### src/rtl/seg_mem_pkg.sv
package seg_mem_pkg;

  localparam int SEG_CNT   = 4;
  localparam int SEG_SEL_W = $clog2(SEG_CNT);
  localparam int OP_W      = 4;
  localparam int REG_W     = 3;

  typedef enum logic [OP_W-1:0] {
    OP_FETCH  = 4'd0,
    OP_LOAD   = 4'd1,
    OP_STORE  = 4'd2,
    OP_PUSH   = 4'd3,
    OP_POP    = 4'd4,
    OP_XPUSH  = 4'd5,
    OP_XPOP   = 4'd6,
    OP_FARJMP = 4'd7,
    OP_SETREG = 4'd8
  } op_e;

  // segment slots inside the bank; register-set selector adds SP and IP
  localparam logic [REG_W-1:0] RG_CS = 3'd0;
  localparam logic [REG_W-1:0] RG_DS = 3'd1;
  localparam logic [REG_W-1:0] RG_ES = 3'd2;
  localparam logic [REG_W-1:0] RG_SS = 3'd3;
  localparam logic [REG_W-1:0] RG_SP = 3'd4;
  localparam logic [REG_W-1:0] RG_IP = 3'd5;

  typedef enum logic [1:0] {
    CLS_CODE  = 2'd0,
    CLS_DATA  = 2'd1,
    CLS_STACK = 2'd2
  } acc_cls_e;

  typedef enum logic [1:0] {
    ST_IDLE = 2'd0,
    ST_T1   = 2'd1,
    ST_T2   = 2'd2
  } seq_st_e;

  function automatic acc_cls_e op_class(input logic [OP_W-1:0] op);
    case (op)
      OP_FETCH:                          return CLS_CODE;
      OP_PUSH, OP_POP, OP_XPUSH, OP_XPOP: return CLS_STACK;
      default:                           return CLS_DATA;
    endcase
  endfunction

  function automatic logic op_two_step(input logic [OP_W-1:0] op);
    return (op == OP_XPUSH) || (op == OP_XPOP) || (op == OP_FARJMP);
  endfunction

endpackage

### src/rtl/seg_bank.sv
module seg_bank
  import seg_mem_pkg::*;
#(
  parameter int DATA_W = 8
) (
  input  logic                 clk,
  input  logic                 rst,
  input  logic                 we,
  input  logic [SEG_SEL_W-1:0] wsel,
  input  logic [DATA_W-1:0]    wdata,
  input  logic [SEG_SEL_W-1:0] rsel,
  input  logic [1:0]           cls,
  input  logic                 xseg,
  output logic [DATA_W-1:0]    rdata,
  output logic [DATA_W-1:0]    cls_seg,
  output logic [DATA_W-1:0]    code_seg
);

  logic [DATA_W-1:0] seg_q [SEG_CNT];

  for (genvar g = 0; g < SEG_CNT; g++) begin : g_seg
    always_ff @(posedge clk) begin
      if (rst)
        seg_q[g] <= '0;
      else if (we && (wsel == SEG_SEL_W'(g)))
        seg_q[g] <= wdata;
    end
  end

  always_comb begin
    rdata    = seg_q[rsel];
    code_seg = seg_q[RG_CS[SEG_SEL_W-1:0]];
    case (cls)
      CLS_CODE:  cls_seg = seg_q[RG_CS[SEG_SEL_W-1:0]];
      CLS_STACK: cls_seg = xseg ? seg_q[RG_ES[SEG_SEL_W-1:0]] : seg_q[RG_SS[SEG_SEL_W-1:0]];
      default:   cls_seg = xseg ? seg_q[RG_ES[SEG_SEL_W-1:0]] : seg_q[RG_DS[SEG_SEL_W-1:0]];
    endcase
  end

endmodule

### src/rtl/ptr_regs.sv
module ptr_regs #(
  parameter int DATA_W = 8
) (
  input  logic              clk,
  input  logic              rst,
  input  logic              sp_we,
  input  logic [DATA_W-1:0] sp_d,
  input  logic              ip_we,
  input  logic [DATA_W-1:0] ip_d,
  output logic [DATA_W-1:0] sp_q,
  output logic [DATA_W-1:0] ip_q
);

  always_ff @(posedge clk) begin
    if (rst) begin
      sp_q <= '0;
      ip_q <= '0;
    end else begin
      if (sp_we) sp_q <= sp_d;
      if (ip_we) ip_q <= ip_d;
    end
  end

endmodule

### src/rtl/seq_ctrl.sv
module seq_ctrl
  import seg_mem_pkg::*;
#(
  parameter int DATA_W = 8,
  localparam int ADDR_W = 2 * DATA_W
) (
  input  logic                 clk,
  input  logic                 rst,
  input  logic                 req_valid,
  input  logic [OP_W-1:0]      req_op,
  input  logic [REG_W-1:0]     req_reg,
  input  logic                 req_xseg,
  input  logic                 req_mem_operand,
  input  logic [DATA_W-1:0]    req_offset,
  input  logic [DATA_W-1:0]    req_wdata,
  output logic [1:0]           cls,
  input  logic [DATA_W-1:0]    cls_seg,
  output logic [SEG_SEL_W-1:0] seg_rsel,
  input  logic [DATA_W-1:0]    seg_rd,
  output logic                 seg_we,
  output logic [SEG_SEL_W-1:0] seg_wsel,
  output logic [DATA_W-1:0]    seg_wdata,
  input  logic [DATA_W-1:0]    sp_q,
  input  logic [DATA_W-1:0]    ip_q,
  output logic                 sp_we,
  output logic [DATA_W-1:0]    sp_d,
  output logic                 ip_we,
  output logic [DATA_W-1:0]    ip_d,
  output logic                 busy,
  output logic                 rsp_valid,
  output logic                 rsp_illegal,
  output logic [DATA_W-1:0]    rsp_data,
  output logic                 mem_req,
  output logic                 mem_we,
  output logic [ADDR_W-1:0]    mem_addr,
  output logic [DATA_W-1:0]    mem_wdata,
  input  logic [DATA_W-1:0]    mem_rdata
);

  seq_st_e               state;
  logic [OP_W-1:0]       kind_q;
  logic [SEG_SEL_W-1:0]  pend_sel_q;
  logic [ADDR_W-1:0]     addr2_q;
  logic                  we2_q;
  logic [DATA_W-1:0]     wdata2_q;
  logic [DATA_W-1:0]     hold_q;

  logic                  accept;
  logic                  illegal;
  logic [DATA_W-1:0]     off1, off2;
  logic                  we1;
  logic [DATA_W-1:0]     wdata1;

  assign busy    = (state != ST_IDLE);
  assign accept  = req_valid && (state == ST_IDLE);
  assign illegal = (req_op > OP_SETREG) || (req_mem_operand && (req_op != OP_SETREG));
  assign cls     = op_class(req_op);
  assign seg_rsel = req_reg[SEG_SEL_W-1:0];

  // first/second transfer offsets, computed at acceptance
  always_comb begin
    off1   = req_offset;
    off2   = req_offset + 1'b1;
    we1    = 1'b0;
    wdata1 = req_wdata;
    case (req_op)
      OP_FETCH: off1 = ip_q;
      OP_STORE: we1  = 1'b1;
      OP_PUSH: begin
        off1 = sp_q - 1'b1;
        we1  = 1'b1;
      end
      OP_POP:  off1 = sp_q;
      OP_XPUSH: begin
        off1   = sp_q - 1'b1;
        off2   = sp_q - DATA_W'(2);
        we1    = 1'b1;
        wdata1 = seg_rd;
      end
      OP_XPOP: begin
        off1 = sp_q;
        off2 = sp_q + 1'b1;
      end
      default: ;
    endcase
  end

  // register updates: on acceptance, or on read completion of a sequence
  always_comb begin
    seg_we    = 1'b0;
    seg_wsel  = req_reg[SEG_SEL_W-1:0];
    seg_wdata = req_wdata;
    sp_we     = 1'b0;
    sp_d      = sp_q;
    ip_we     = 1'b0;
    ip_d      = ip_q;
    if (accept && !illegal) begin
      case (req_op)
        OP_SETREG: begin
          if (req_reg < RG_SP) seg_we = 1'b1;
          if (req_reg == RG_SP) begin sp_we = 1'b1; sp_d = req_wdata; end
          if (req_reg == RG_IP) begin ip_we = 1'b1; ip_d = req_wdata; end
        end
        OP_FETCH: begin ip_we = 1'b1; ip_d = ip_q + 1'b1; end
        OP_PUSH:  begin sp_we = 1'b1; sp_d = sp_q - 1'b1; end
        OP_POP:   begin sp_we = 1'b1; sp_d = sp_q + 1'b1; end
        OP_XPUSH: begin sp_we = 1'b1; sp_d = sp_q - DATA_W'(2); end
        OP_XPOP:  begin sp_we = 1'b1; sp_d = sp_q + DATA_W'(2); end
        default: ;
      endcase
    end else if (state == ST_T1 && kind_q == OP_FARJMP) begin
      seg_we    = 1'b1;
      seg_wsel  = RG_CS[SEG_SEL_W-1:0];
      seg_wdata = mem_rdata;
    end else if (state == ST_T2 && kind_q == OP_XPOP) begin
      seg_we    = 1'b1;
      seg_wsel  = pend_sel_q;
      seg_wdata = mem_rdata;
    end else if (state == ST_T2 && kind_q == OP_FARJMP) begin
      ip_we = 1'b1;
      ip_d  = mem_rdata;
    end
  end

  always_ff @(posedge clk) begin
    if (rst) begin
      state       <= ST_IDLE;
      kind_q      <= '0;
      pend_sel_q  <= '0;
      addr2_q     <= '0;
      we2_q       <= 1'b0;
      wdata2_q    <= '0;
      hold_q      <= '0;
      mem_req     <= 1'b0;
      mem_we      <= 1'b0;
      mem_addr    <= '0;
      mem_wdata   <= '0;
      rsp_valid   <= 1'b0;
      rsp_illegal <= 1'b0;
      rsp_data    <= '0;
    end else begin
      rsp_valid   <= 1'b0;
      rsp_illegal <= 1'b0;
      case (state)
        ST_IDLE: begin
          if (accept) begin
            if (illegal) begin
              rsp_illegal <= 1'b1;
            end else if (req_op != OP_SETREG) begin
              mem_req    <= 1'b1;
              mem_we     <= we1;
              mem_addr   <= {cls_seg, off1};
              mem_wdata  <= wdata1;
              addr2_q    <= {cls_seg, off2};
              we2_q      <= (req_op == OP_XPUSH);
              wdata2_q   <= req_wdata;
              kind_q     <= req_op;
              pend_sel_q <= req_reg[SEG_SEL_W-1:0];
              state      <= ST_T1;
            end
          end
        end
        ST_T1: begin
          if (op_two_step(kind_q)) begin
            hold_q    <= mem_rdata;
            mem_addr  <= addr2_q;
            mem_we    <= we2_q;
            mem_wdata <= wdata2_q;
            state     <= ST_T2;
          end else begin
            mem_req   <= 1'b0;
            mem_we    <= 1'b0;
            rsp_valid <= 1'b1;
            rsp_data  <= mem_we ? '0 : mem_rdata;
            state     <= ST_IDLE;
          end
        end
        default: begin
          mem_req   <= 1'b0;
          mem_we    <= 1'b0;
          rsp_valid <= 1'b1;
          rsp_data  <= (kind_q == OP_XPOP) ? hold_q : '0;
          state     <= ST_IDLE;
        end
      endcase
    end
  end

endmodule

### src/rtl/seg_mem_seq.sv
module seg_mem_seq
  import seg_mem_pkg::*;
#(
  parameter int DATA_W = 8,
  localparam int ADDR_W = 2 * DATA_W
) (
  input  logic              clk,
  input  logic              rst,
  input  logic              req_valid,
  input  logic [3:0]        req_op,
  input  logic [2:0]        req_reg,
  input  logic              req_xseg,
  input  logic              req_mem_operand,
  input  logic [DATA_W-1:0] req_offset,
  input  logic [DATA_W-1:0] req_wdata,
  output logic              busy,
  output logic              rsp_valid,
  output logic              rsp_illegal,
  output logic [DATA_W-1:0] rsp_data,
  output logic              mem_req,
  output logic              mem_we,
  output logic [ADDR_W-1:0] mem_addr,
  output logic [DATA_W-1:0] mem_wdata,
  input  logic [DATA_W-1:0] mem_rdata
);

  logic [1:0]           cls;
  logic [DATA_W-1:0]    cls_seg;
  logic [DATA_W-1:0]    code_seg;
  logic [SEG_SEL_W-1:0] seg_rsel;
  logic [DATA_W-1:0]    seg_rd;
  logic                 seg_we;
  logic [SEG_SEL_W-1:0] seg_wsel;
  logic [DATA_W-1:0]    seg_wdata;
  logic [DATA_W-1:0]    sp_q, ip_q;
  logic                 sp_we, ip_we;
  logic [DATA_W-1:0]    sp_d, ip_d;

  seg_bank #(.DATA_W(DATA_W)) bank_i (
    .clk(clk), .rst(rst),
    .we(seg_we), .wsel(seg_wsel), .wdata(seg_wdata),
    .rsel(seg_rsel), .cls(cls), .xseg(req_xseg),
    .rdata(seg_rd), .cls_seg(cls_seg), .code_seg(code_seg)
  );

  ptr_regs #(.DATA_W(DATA_W)) ptr_i (
    .clk(clk), .rst(rst),
    .sp_we(sp_we), .sp_d(sp_d), .ip_we(ip_we), .ip_d(ip_d),
    .sp_q(sp_q), .ip_q(ip_q)
  );

  seq_ctrl #(.DATA_W(DATA_W)) ctrl_i (
    .clk(clk), .rst(rst),
    .req_valid(req_valid), .req_op(req_op), .req_reg(req_reg),
    .req_xseg(req_xseg), .req_mem_operand(req_mem_operand),
    .req_offset(req_offset), .req_wdata(req_wdata),
    .cls(cls), .cls_seg(cls_seg), .seg_rsel(seg_rsel), .seg_rd(seg_rd),
    .seg_we(seg_we), .seg_wsel(seg_wsel), .seg_wdata(seg_wdata),
    .sp_q(sp_q), .ip_q(ip_q), .sp_we(sp_we), .sp_d(sp_d),
    .ip_we(ip_we), .ip_d(ip_d),
    .busy(busy), .rsp_valid(rsp_valid), .rsp_illegal(rsp_illegal),
    .rsp_data(rsp_data),
    .mem_req(mem_req), .mem_we(mem_we), .mem_addr(mem_addr),
    .mem_wdata(mem_wdata), .mem_rdata(mem_rdata)
  );

endmodule

### config.mk
export PLATFORM = sky130hd
export DESIGN_NAME = seg_mem_seq
export DESIGN_NICKNAME = d
export VERILOG_FILES = /design/src/rtl/seg_mem_pkg.sv /design/src/rtl/seg_bank.sv /design/src/rtl/ptr_regs.sv /design/src/rtl/seq_ctrl.sv /design/src/rtl/seg_mem_seq.sv
export SDC_FILE = /design/constraint.sdc
export NUM_CORES = 1
export LEC_CHECK = 0
export BUFFER_PORTS_ARGS = -buffer_cell sky130_fd_sc_hd__buf_2
export CORE_MARGIN = 2
export CORE_UTILIZATION = 25
export CTS_BUF_LIST = sky130_fd_sc_hd__clkbuf_4
export CTS_CLUSTER_DIAMETER = 30
export DETAILED_ROUTE_END_ITERATION = 6
export PLACE_DENSITY = 0.42
export REMOVE_ABC_BUFFERS = 1
export SYNTH_ARGS = -nofsm -noshare
export SYNTH_HDL_FRONTEND = slang
export SYNTH_SLANG_ARGS = --single-unit
### constraint.sdc
create_clock -name clk -period 6.3 [get_ports clk]
set_input_delay 1.575 -clock clk [delete_from_list [all_inputs] [get_ports clk]]
set_output_delay 1.575 -clock clk [all_outputs]
set_load 0.1 [all_outputs]
-- After elaboration in Yosys (flattened, before gate mapping)
Memories as Yosys holds them, arrays and structs flattened.
Cells that the tools add are included.
- bits in registers: 93
- bits in writable memories: 32
- input bits: 36
- output and inout port bits: 37
- memories kept: 1
- add/subtract/negate cells: 6
- order comparisons: 2
- eq/ne operators: 28
- mux-type cells: 86
- bitwise logic cells: 7
- reduce and logical (&&, ||, !) cells: 35
- memory list (memory ; depth ; width ; rd ports ; clocked after Yosys merged registers in ; write ports ; RTL line ; text):
    bank_i.seg_q ; 4 ; 8 ; 5 ; 0 ; 4 ; seg_bank.sv:19 ; logic [DATA_W-1:0] seg_q [SEG_CNT];
- operator list (kind ; count):
    $mux 8 ; 23
    $pmux 8 s2 ; 5
    $mux 16 ; 4
    $pmux 8 s5 ; 1
    $mux 1 ; 37
    $pmux 16 s2 ; 1
    $add 8x1->8 const B ; 3
    $eq 4x3->1 const B ; 6
    $pmux 8 s3 ; 1
    $mux 2 ; 7
    $reduce_and 4->1 ; 3
    $logic_and 1x1->1 ; 10
    $pmux 1 s2 ; 5
    $add 8x2->8 const B ; 1
    $eq 2x2->1 const B ; 4
    $eq 4x2->1 const B ; 2
    $ne 2x1->1 const B ; 4
    $ne 2x2->1 const B ; 4
    $pmux 2 s2 ; 2
    $sub 8x1->8 const B ; 1
    $sub 8x2->8 const B ; 1
    $eq 3x3->1 const B ; 2
    $logic_not 2->1 ; 3
    $ne 3x3->1 const B ; 2
    other kinds (19) ; 32

-- Longest topological paths before layout
Gate-level depths: netlist of the first run.
- word-level depth: 12
- gate-level depth with buffers: 8
- depth with buffers taken out: 7

-- Modules after synthesis
Synthesis of the first run repeated with hierarchy kept, for this count alone.
- cells, all modules: 917
- area total of the unflattened synthesis: 7752.4 um^2
- by module, submodules not included (module ; instances ; cells each ; area an instance (um^2)):
    seq_ctrl ; 1 ; 726 ; 5350.1
    seg_bank ; 1 ; 139 ; 1823.0
    ptr_regs ; 1 ; 52 ; 579.3

-- Worst setup path after synthesis of the first run
Ideal clock, no wire load.
- kind: input to register
- start point: input port req_op[0]
- end point: memory bank_i.seg_q[1][0] (enable)
- setup time: 0.375 ns
- arrival time: 3.416 ns
- required time: 5.925 ns
- slack: 2.509 ns
- cell stages on the path: 5
- buffers on the path: 0
- path through: or4b_1 > or3_4 > and2_4 > or2_2 > o21bai_1
- RTL lines (what ; RTL line ; text):
    start: declaration ; seg_mem_seq.sv:10 ; input logic [3:0] req_op,
    end: declaration ; seg_bank.sv:19 ;

==> results.cfg, run 1 <==
[floorplan]
ios = 73
core_um2 = 28600
start_util_pct = 25.3
rows = 62
dieArea_um2 = 30400
die_x_um = 174
fp.dieH_um = 174

[synth]
synth_fa_ha_area_share_pct = 1.21
synth_seq_cells = 125
avgSynthCellArea_um2 = 8.65
synthTopCellsByArea = dfxtp_1 26%, edfxtp_1 13%, nor2_1 6.5%
ys_async_sr_fraction_pct = 0
synthMuxAreaShare_pct = 5.56
ys_dominant_reg_cell = dfxtp_1
synth_top_area_share_pct = 25.7
synth.distinct_cells = 77
yosysMostFrequentCell = nor2_1
synth_top_family_by_area = compound AO/OA/AOI/OAI gates
ys_warn_count = 0
synth_common_cells = 125 x nor2_1, 93 x dfxtp_1, 77 x nand2_1
yosys.area.top_type = dfxtp_1
synth_compound_area_share_pct = 24.1
netlist_instances = 838
synthXorXnorAreaFrac_pct = 3.38
synth_edf_count = 32
ys_seq_area_share_pct = 38.9
yosys.area_share.simple_pct = 21.7
synth_area_um2 = 7250

[status]
outcome = finished clean

[routing]
drt-pass1-iter-count = 5
first_iter_violations = 590
num_vias = 6464
routed_wl_um = 25500
routedWlPerCell_um = 20.1
viasPerCell = 5.10
ant_nets = 0
drc = 0

[power_and_ir_drop]
combPwrFrac_pct = 17.8
p_switching_w = 0.000584
powerDensity_nw_per_um2 = 210
p_int_w = 0.00113
switching_share_pct = 34.2
seqPwrFrac_pct = 50.8
peakVddDrop_uv = 89.5
leakagePower_nw = 2.94
clockPowerShare_pct = 31.4

[clock_network]
htreeDepth = 4
cts_tree = done
cts_setup_buffers = 0
cts_root_buf = clkbuf_4
cts_resized = 0
clock-sinks = 125
insertion_delay_ns = 0.57
cts.clk_slew.worst_paths_ns = 0.12
cts_hold_buffers = 0
cts-buffers-inserted = 17
cts.path.max_buffers = 2

[timing]
worst_pin_slew_ns = 1.37
fin_skew_ns = 0.0241
rsz0062_at_grt = no
finalSetupViolations = 0
worst_slack_ns = 2.29
slew_violations = 0
post-route-period-util_pct = 63.6
setup_tns_ns = 0
worst_slew_margin_rel_pct = 8.06
period_needed_ns = 4.01
hold_viol_final = 0
max_freq_ghz = 0.249

[layout]
fin_area_um2 = 8150
area_growth_pct = 12.4
finalNonFillerCells = 1267
layout-drive-gt1-share_pct = 16.3
finish.utilization_pct = 28.5
finalNetCount = 911

[grt]
overflow = 0
antenna_found_initial = 3
grt_usage_pct = 17.0
grt_pass1_vias = 6169
grt_max_degree = 52
grt_pass1_wl_um = 39100

[hold_path]
min_path_type = reg -> reg

[setup_path]
endpoint = bank_i.seg_q[1][4]
rr_startpoint = ctrl_i.state[0]
cp.required_ns = 6.49
worst_setup_path_start_kind = input port
critPathCaptureType = register
rr_worst_depth = 6
ff2ff_setup_slack_ns = 2.86
rr_endpoint = ctrl_i.mem_addr[15]
worstSetupPathType = in -> reg
worstPathArrival_ns = 4.20
crit_fanout = 33
critical_path.startpoint = req_op[3]

[placed_design]
place.gp.congestion = 0.845
dpl_cell_area_um2 = 7890
numPortBuffers = 72
hpwl_um = 18000
dpl_worst_slack_ns = 1.74
placedCellCount = 1233

[job]
drv_cap = 0
[layout by cell type (no fill, tap or decap), types with 7 or more instances in the layout]
| cell type | netlist | final |
|---|---|---|
| nor2_1 | 125 | 125 |
| dfxtp_1 | 93 | 93 |
| nand2_1 | 77 | 77 |
| buf_2 | 13 | 71 |
| a21oi_1 | 47 | 47 |
| a211oi_1 | 41 | 41 |
| edfxtp_1 | 32 | 32 |
| inv_1 | 21 | 21 |
| mux2i_1 | 20 | 20 |
| o21ai_0 | 18 | 18 |
| clkbuf_4 | 0 | 17 |
| nand3_1 | 15 | 15 |
| xor2_1 | 14 | 14 |
| nor3_1 | 14 | 14 |
| xnor2_1 | 14 | 14 |
| nor2b_1 | 15 | 14 |
| a311oi_1 | 12 | 12 |
| nand2b_1 | 11 | 11 |
| or3_1 | 11 | 11 |
| a22oi_1 | 11 | 11 |
| a22o_1 | 10 | 10 |
| buf_4 | 1 | 10 |
| o211ai_1 | 9 | 9 |
| a31oi_1 | 9 | 9 |
| a32o_1 | 9 | 9 |
| nor3b_1 | 9 | 9 |
| a221oi_1 | 8 | 8 |
| mux4_2 | 8 | 8 |
| o311ai_0 | 8 | 8 |
| nand3b_1 | 7 | 7 |
| o221ai_1 | 7 | 7 |
| ha_1 | 7 | 7 |
[metal layers]
| layer | vias to the layer above | routed length, µm | track usage (%) |
|---|---|---|---|
| li1 | 3165 | - | - |
| met3 | 23 | 1470 | 3.89 |
| met4 | 2 | 363 | 4.48 |
| met5 | - | 7 | 0 |
| met1 | 3073 | 12700 | 24.8 |
| met2 | 201 | 10900 | 24.9 |
[worst min-delay path by stage]
stage,from,endpoint,slack [ns],cells after the start
after floorplan,ctrl_i.addr2_q[0],ctrl_i.addr2_q[0],0.43,2
after global placement,ctrl_i.addr2_q[0],ctrl_i.addr2_q[0],0.44,2
after detailed placement,ctrl_i.mem_addr[3],ctrl_i.mem_addr[3],0.44,2
after CTS,ctrl_i.addr2_q[0],ctrl_i.addr2_q[0],0.47,2
after global routing,ctrl_i.addr2_q[0],ctrl_i.addr2_q[0],0.48,2
final,ctrl_i.mem_addr[1],ctrl_i.mem_addr[1],0.47,2
[flip-flops by register name (all words and copies together), names as in the netlist, 2 cells and up]
signal / flops
bank_i.seg_q: 32
ctrl_i.addr2_q: 16
ctrl_i.mem_addr: 16
ctrl_i.hold_q: 8
ctrl_i.mem_wdata: 8
ctrl_i.rsp_data: 8
ctrl_i.wdata2_q: 8
ptr_i.ip_q: 8
ptr_i.sp_q: 8
ctrl_i.kind_q: 4
ctrl_i.pend_sel_q: 2
ctrl_i.state: 2
[power by group through the flow]
stage          Clock (W)  Combinational [W]  Sequential [W]
5_1_grt         0.000585           0.000330        0.000873
3_3_place_gp           0           0.000306        0.000886
6_report        0.000537           0.000305        0.000868
2_1_floorplan          0           0.000130        0.000942
3_5_place_dp           0           0.000305        0.000886
4_1_cts         0.000558           0.000306        0.000868
[cell families after synthesis]
group / count (synthesis)
DFF: 125
AOI/OAI and AO/OA: 235
muxes: 30
and+or+nand+nor: 322
buffers and inverters: 91
xor gates and xnor gates: 28
adders and majority gates: 7
[metrics by stage]
step | hold slack, ns | power (W)
after floorplan | 0.426 | 0.00107
final | 0.466 | 0.00171
after global routing | 0.477 | 0.00179
after detailed placement | 0.438 | 0.00119
after global placement | 0.442 | 0.00119
after CTS | 0.467 | 0.00173
[worst max-delay path: stages]
cell and delay (ns):
buf_2 0.52, or4b_1 0.57, or3_4 0.38, and2_4 0.18, or2_2 0.28, o21bai_1 0.65
[layout make-up]
class                   count  area, µm²
clock inverters            15        124
well taps                 384        480
fillers                  3072      20500
flip-flops and latches    125       2820
clock buffers              17        128
multi-input cells         622       4080
diodes                      2       5.00
inverters                  21       78.8
repair buffers             81        430
Note: power is estimated with default switching activity, not from simulation.
==> inputs of run 2 (changes only) <==
- PLACE_DENSITY: 0.42 -> 0.44
- clock period: 6.3 -> 3.6 ns (I/O delays scaled with it)
==> run 2 against run 1 <==
Effect of this change: utilization up 0.56 points; clock skew grew 0.0091 ns; sequential power rose by 75%; largest power group unchanged; highest routed layer unchanged.
==> results.cfg, run 2 (same netlist as run 1, synthesis figures left out) <==
[grt]
overflow = 0
top_usage_layer = met2
grt_use_met2_pct = 24.6
grtUsageMet3_pct = 3.92
grt_use_met1_pct = 24.3
grt_pass1_vias = 6260
grt_usage_pct = 16.6
antenna_found_initial = 4
grt_max_degree = 42
grt_pass1_wl_um = 38600

[timing]
fin_skew_ns = 0.0332
slew_violations = 0
hold_viol_final = 0
setup_tns_ns = 0
worst_pin_slew_ns = 0.994
rsz0062_at_grt = no
post-route-period-util_pct = 72.9
max_freq_ghz = 0.381
worst_slew_margin_rel_pct = 33.0
period_needed_ns = 2.63
finalSetupViolations = 0

[routing]
num_vias = 6563
drc = 0
routed_wl_um = 25200
first_iter_violations = 590
routedWlPerCell_um = 19.7
drt-pass1-iter-count = 5
ant_nets = 0
viasPerCell = 5.11

[layout]
finalNetCount = 929
finish.utilization_pct = 29.0
regMostFlops = bank_i.seg_q
reg_top3 = bank_i.seg_q (32), ctrl_i.addr2_q (16), ctrl_i.mem_addr (16)
final_cell_mix = 125 x nor2_1, 93 x dfxtp_1, 77 x nand2_1
finalNonFillerCells = 1284
layout-drive-gt1-share_pct = 17.9
final_common_cell = nor2_1
largest_reg_flops = 32
area_growth_pct = 14.6

[power_and_ir_drop]
p_switching_w = 0.00103
seqPwrFrac_pct = 50.0
switching_share_pct = 34.0
p_int_w = 0.00200
peakVddDrop_uv = 182
powerDensity_nw_per_um2 = 365
combPwrFrac_pct = 18.1
clockPowerShare_pct = 31.9
leakagePower_nw = 3.04

[floorplan]
ios = 73
rows = 62
fp.dieH_um = 174
core_um2 = 28600
die_x_um = 174
start_util_pct = 25.3
dieArea_um2 = 30400

[clock_network]
cts_tree = done
cts-buffers-inserted = 17
clock-sinks = 125
cts.path.max_buffers = 2
cts_hold_buffers = 0
cts.clk_slew.worst_paths_ns = 0.13
insertion_delay_ns = 0.54
cts_resized = 0
cts_setup_buffers = 0
htreeDepth = 4
cts_root_buf = clkbuf_4

[setup_path]
critPathMaxStageDelay_ns = 0.64
critPathCaptureType = register
worstPathArrival_ns = 2.86
worst_setup_path_start_kind = input port
slowest_stage = or4b_1
cp.required_ns = 3.83
crit_path_cell_trace = buf_2, or4b_1, or3_4, and2_4, or2_2, o21bai_1, buf_4
worstSetupPathType = in -> reg
crit_fanout = 8

[hold_path]
min_path_type = reg -> reg

[placed_design]
hpwl_um = 18300
placedCellCount = 1251
place.gp.congestion = 0.853
numPortBuffers = 72

[status]
outcome = finished clean

[job]
drv_cap = 0
-- run 2: through the flow --
step                setup WS (ns)  hold WS [ns]  total power, W  instance area, µm²
floorplan                   0.328         0.426         0.00188                6960
global placement            0.411         0.443         0.00210                8040
detailed placement          0.432         0.448         0.00210                8040
CTS                         0.985         0.466         0.00308                8300
global route                0.735         0.486         0.00317                8310
finish                      0.974         0.464         0.00304                8310
-- run 2: final timing paths --
kind | startpoint | end | slack (ns) | cells past startpoint
max reg2reg | ptr_i.sp_q[1] | ctrl_i.mem_addr[6] | 0.98 | 7
max | req_op[0] | bank_i.seg_q[1][4] | 0.97 | 7
min | ctrl_i.wdata2_q[1] | ctrl_i.wdata2_q[1] | 0.46 | 2
min reg2reg | ctrl_i.wdata2_q[1] | ctrl_i.wdata2_q[1] | 0.46 | 2
-- run 2: routing by layer --
metal | share of wire, % | up-vias
li1 | - | 3196
met1 | 50 | 3163
met2 | 43 | 174
met3 | 6.1 | 24
met4 | 0.96 | 6
met5 | 0.13 | -
-- run 2: area by class of cell --
| class | instances | area (µm²) |
|---|---|---|
| fill | 3130 | 20300 |
| antenna | 1 | 2.50 |
| clock inverter | 15 | 138 |
| sequential | 125 | 2820 |
| tap | 384 | 480 |
| multi-input combinational | 622 | 4070 |
| timing repair buffer | 99 | 588 |
| inverter | 21 | 78.8 |
| clock buffer | 17 | 128 |
-- run 2: power by group through the flow --
stage	clock network, W	logic [W]	registers (W)
after floorplan	0	0.000228	0.00165
after global placement	0	0.000551	0.00155
after detailed placement	0	0.000551	0.00155
after CTS	0.00101	0.000552	0.00152
after global routing	0.00106	0.000593	0.00152
final	0.000968	0.000550	0.00152
-- run 2: worst max-delay path, delay by kind of cell --
kind / cells / cell delay, ns
AOI/OAI and AO/OA: 1 / 0.14
buffers and inverters: 2 / 0.32
and+or+nand+nor: 4 / 1.49
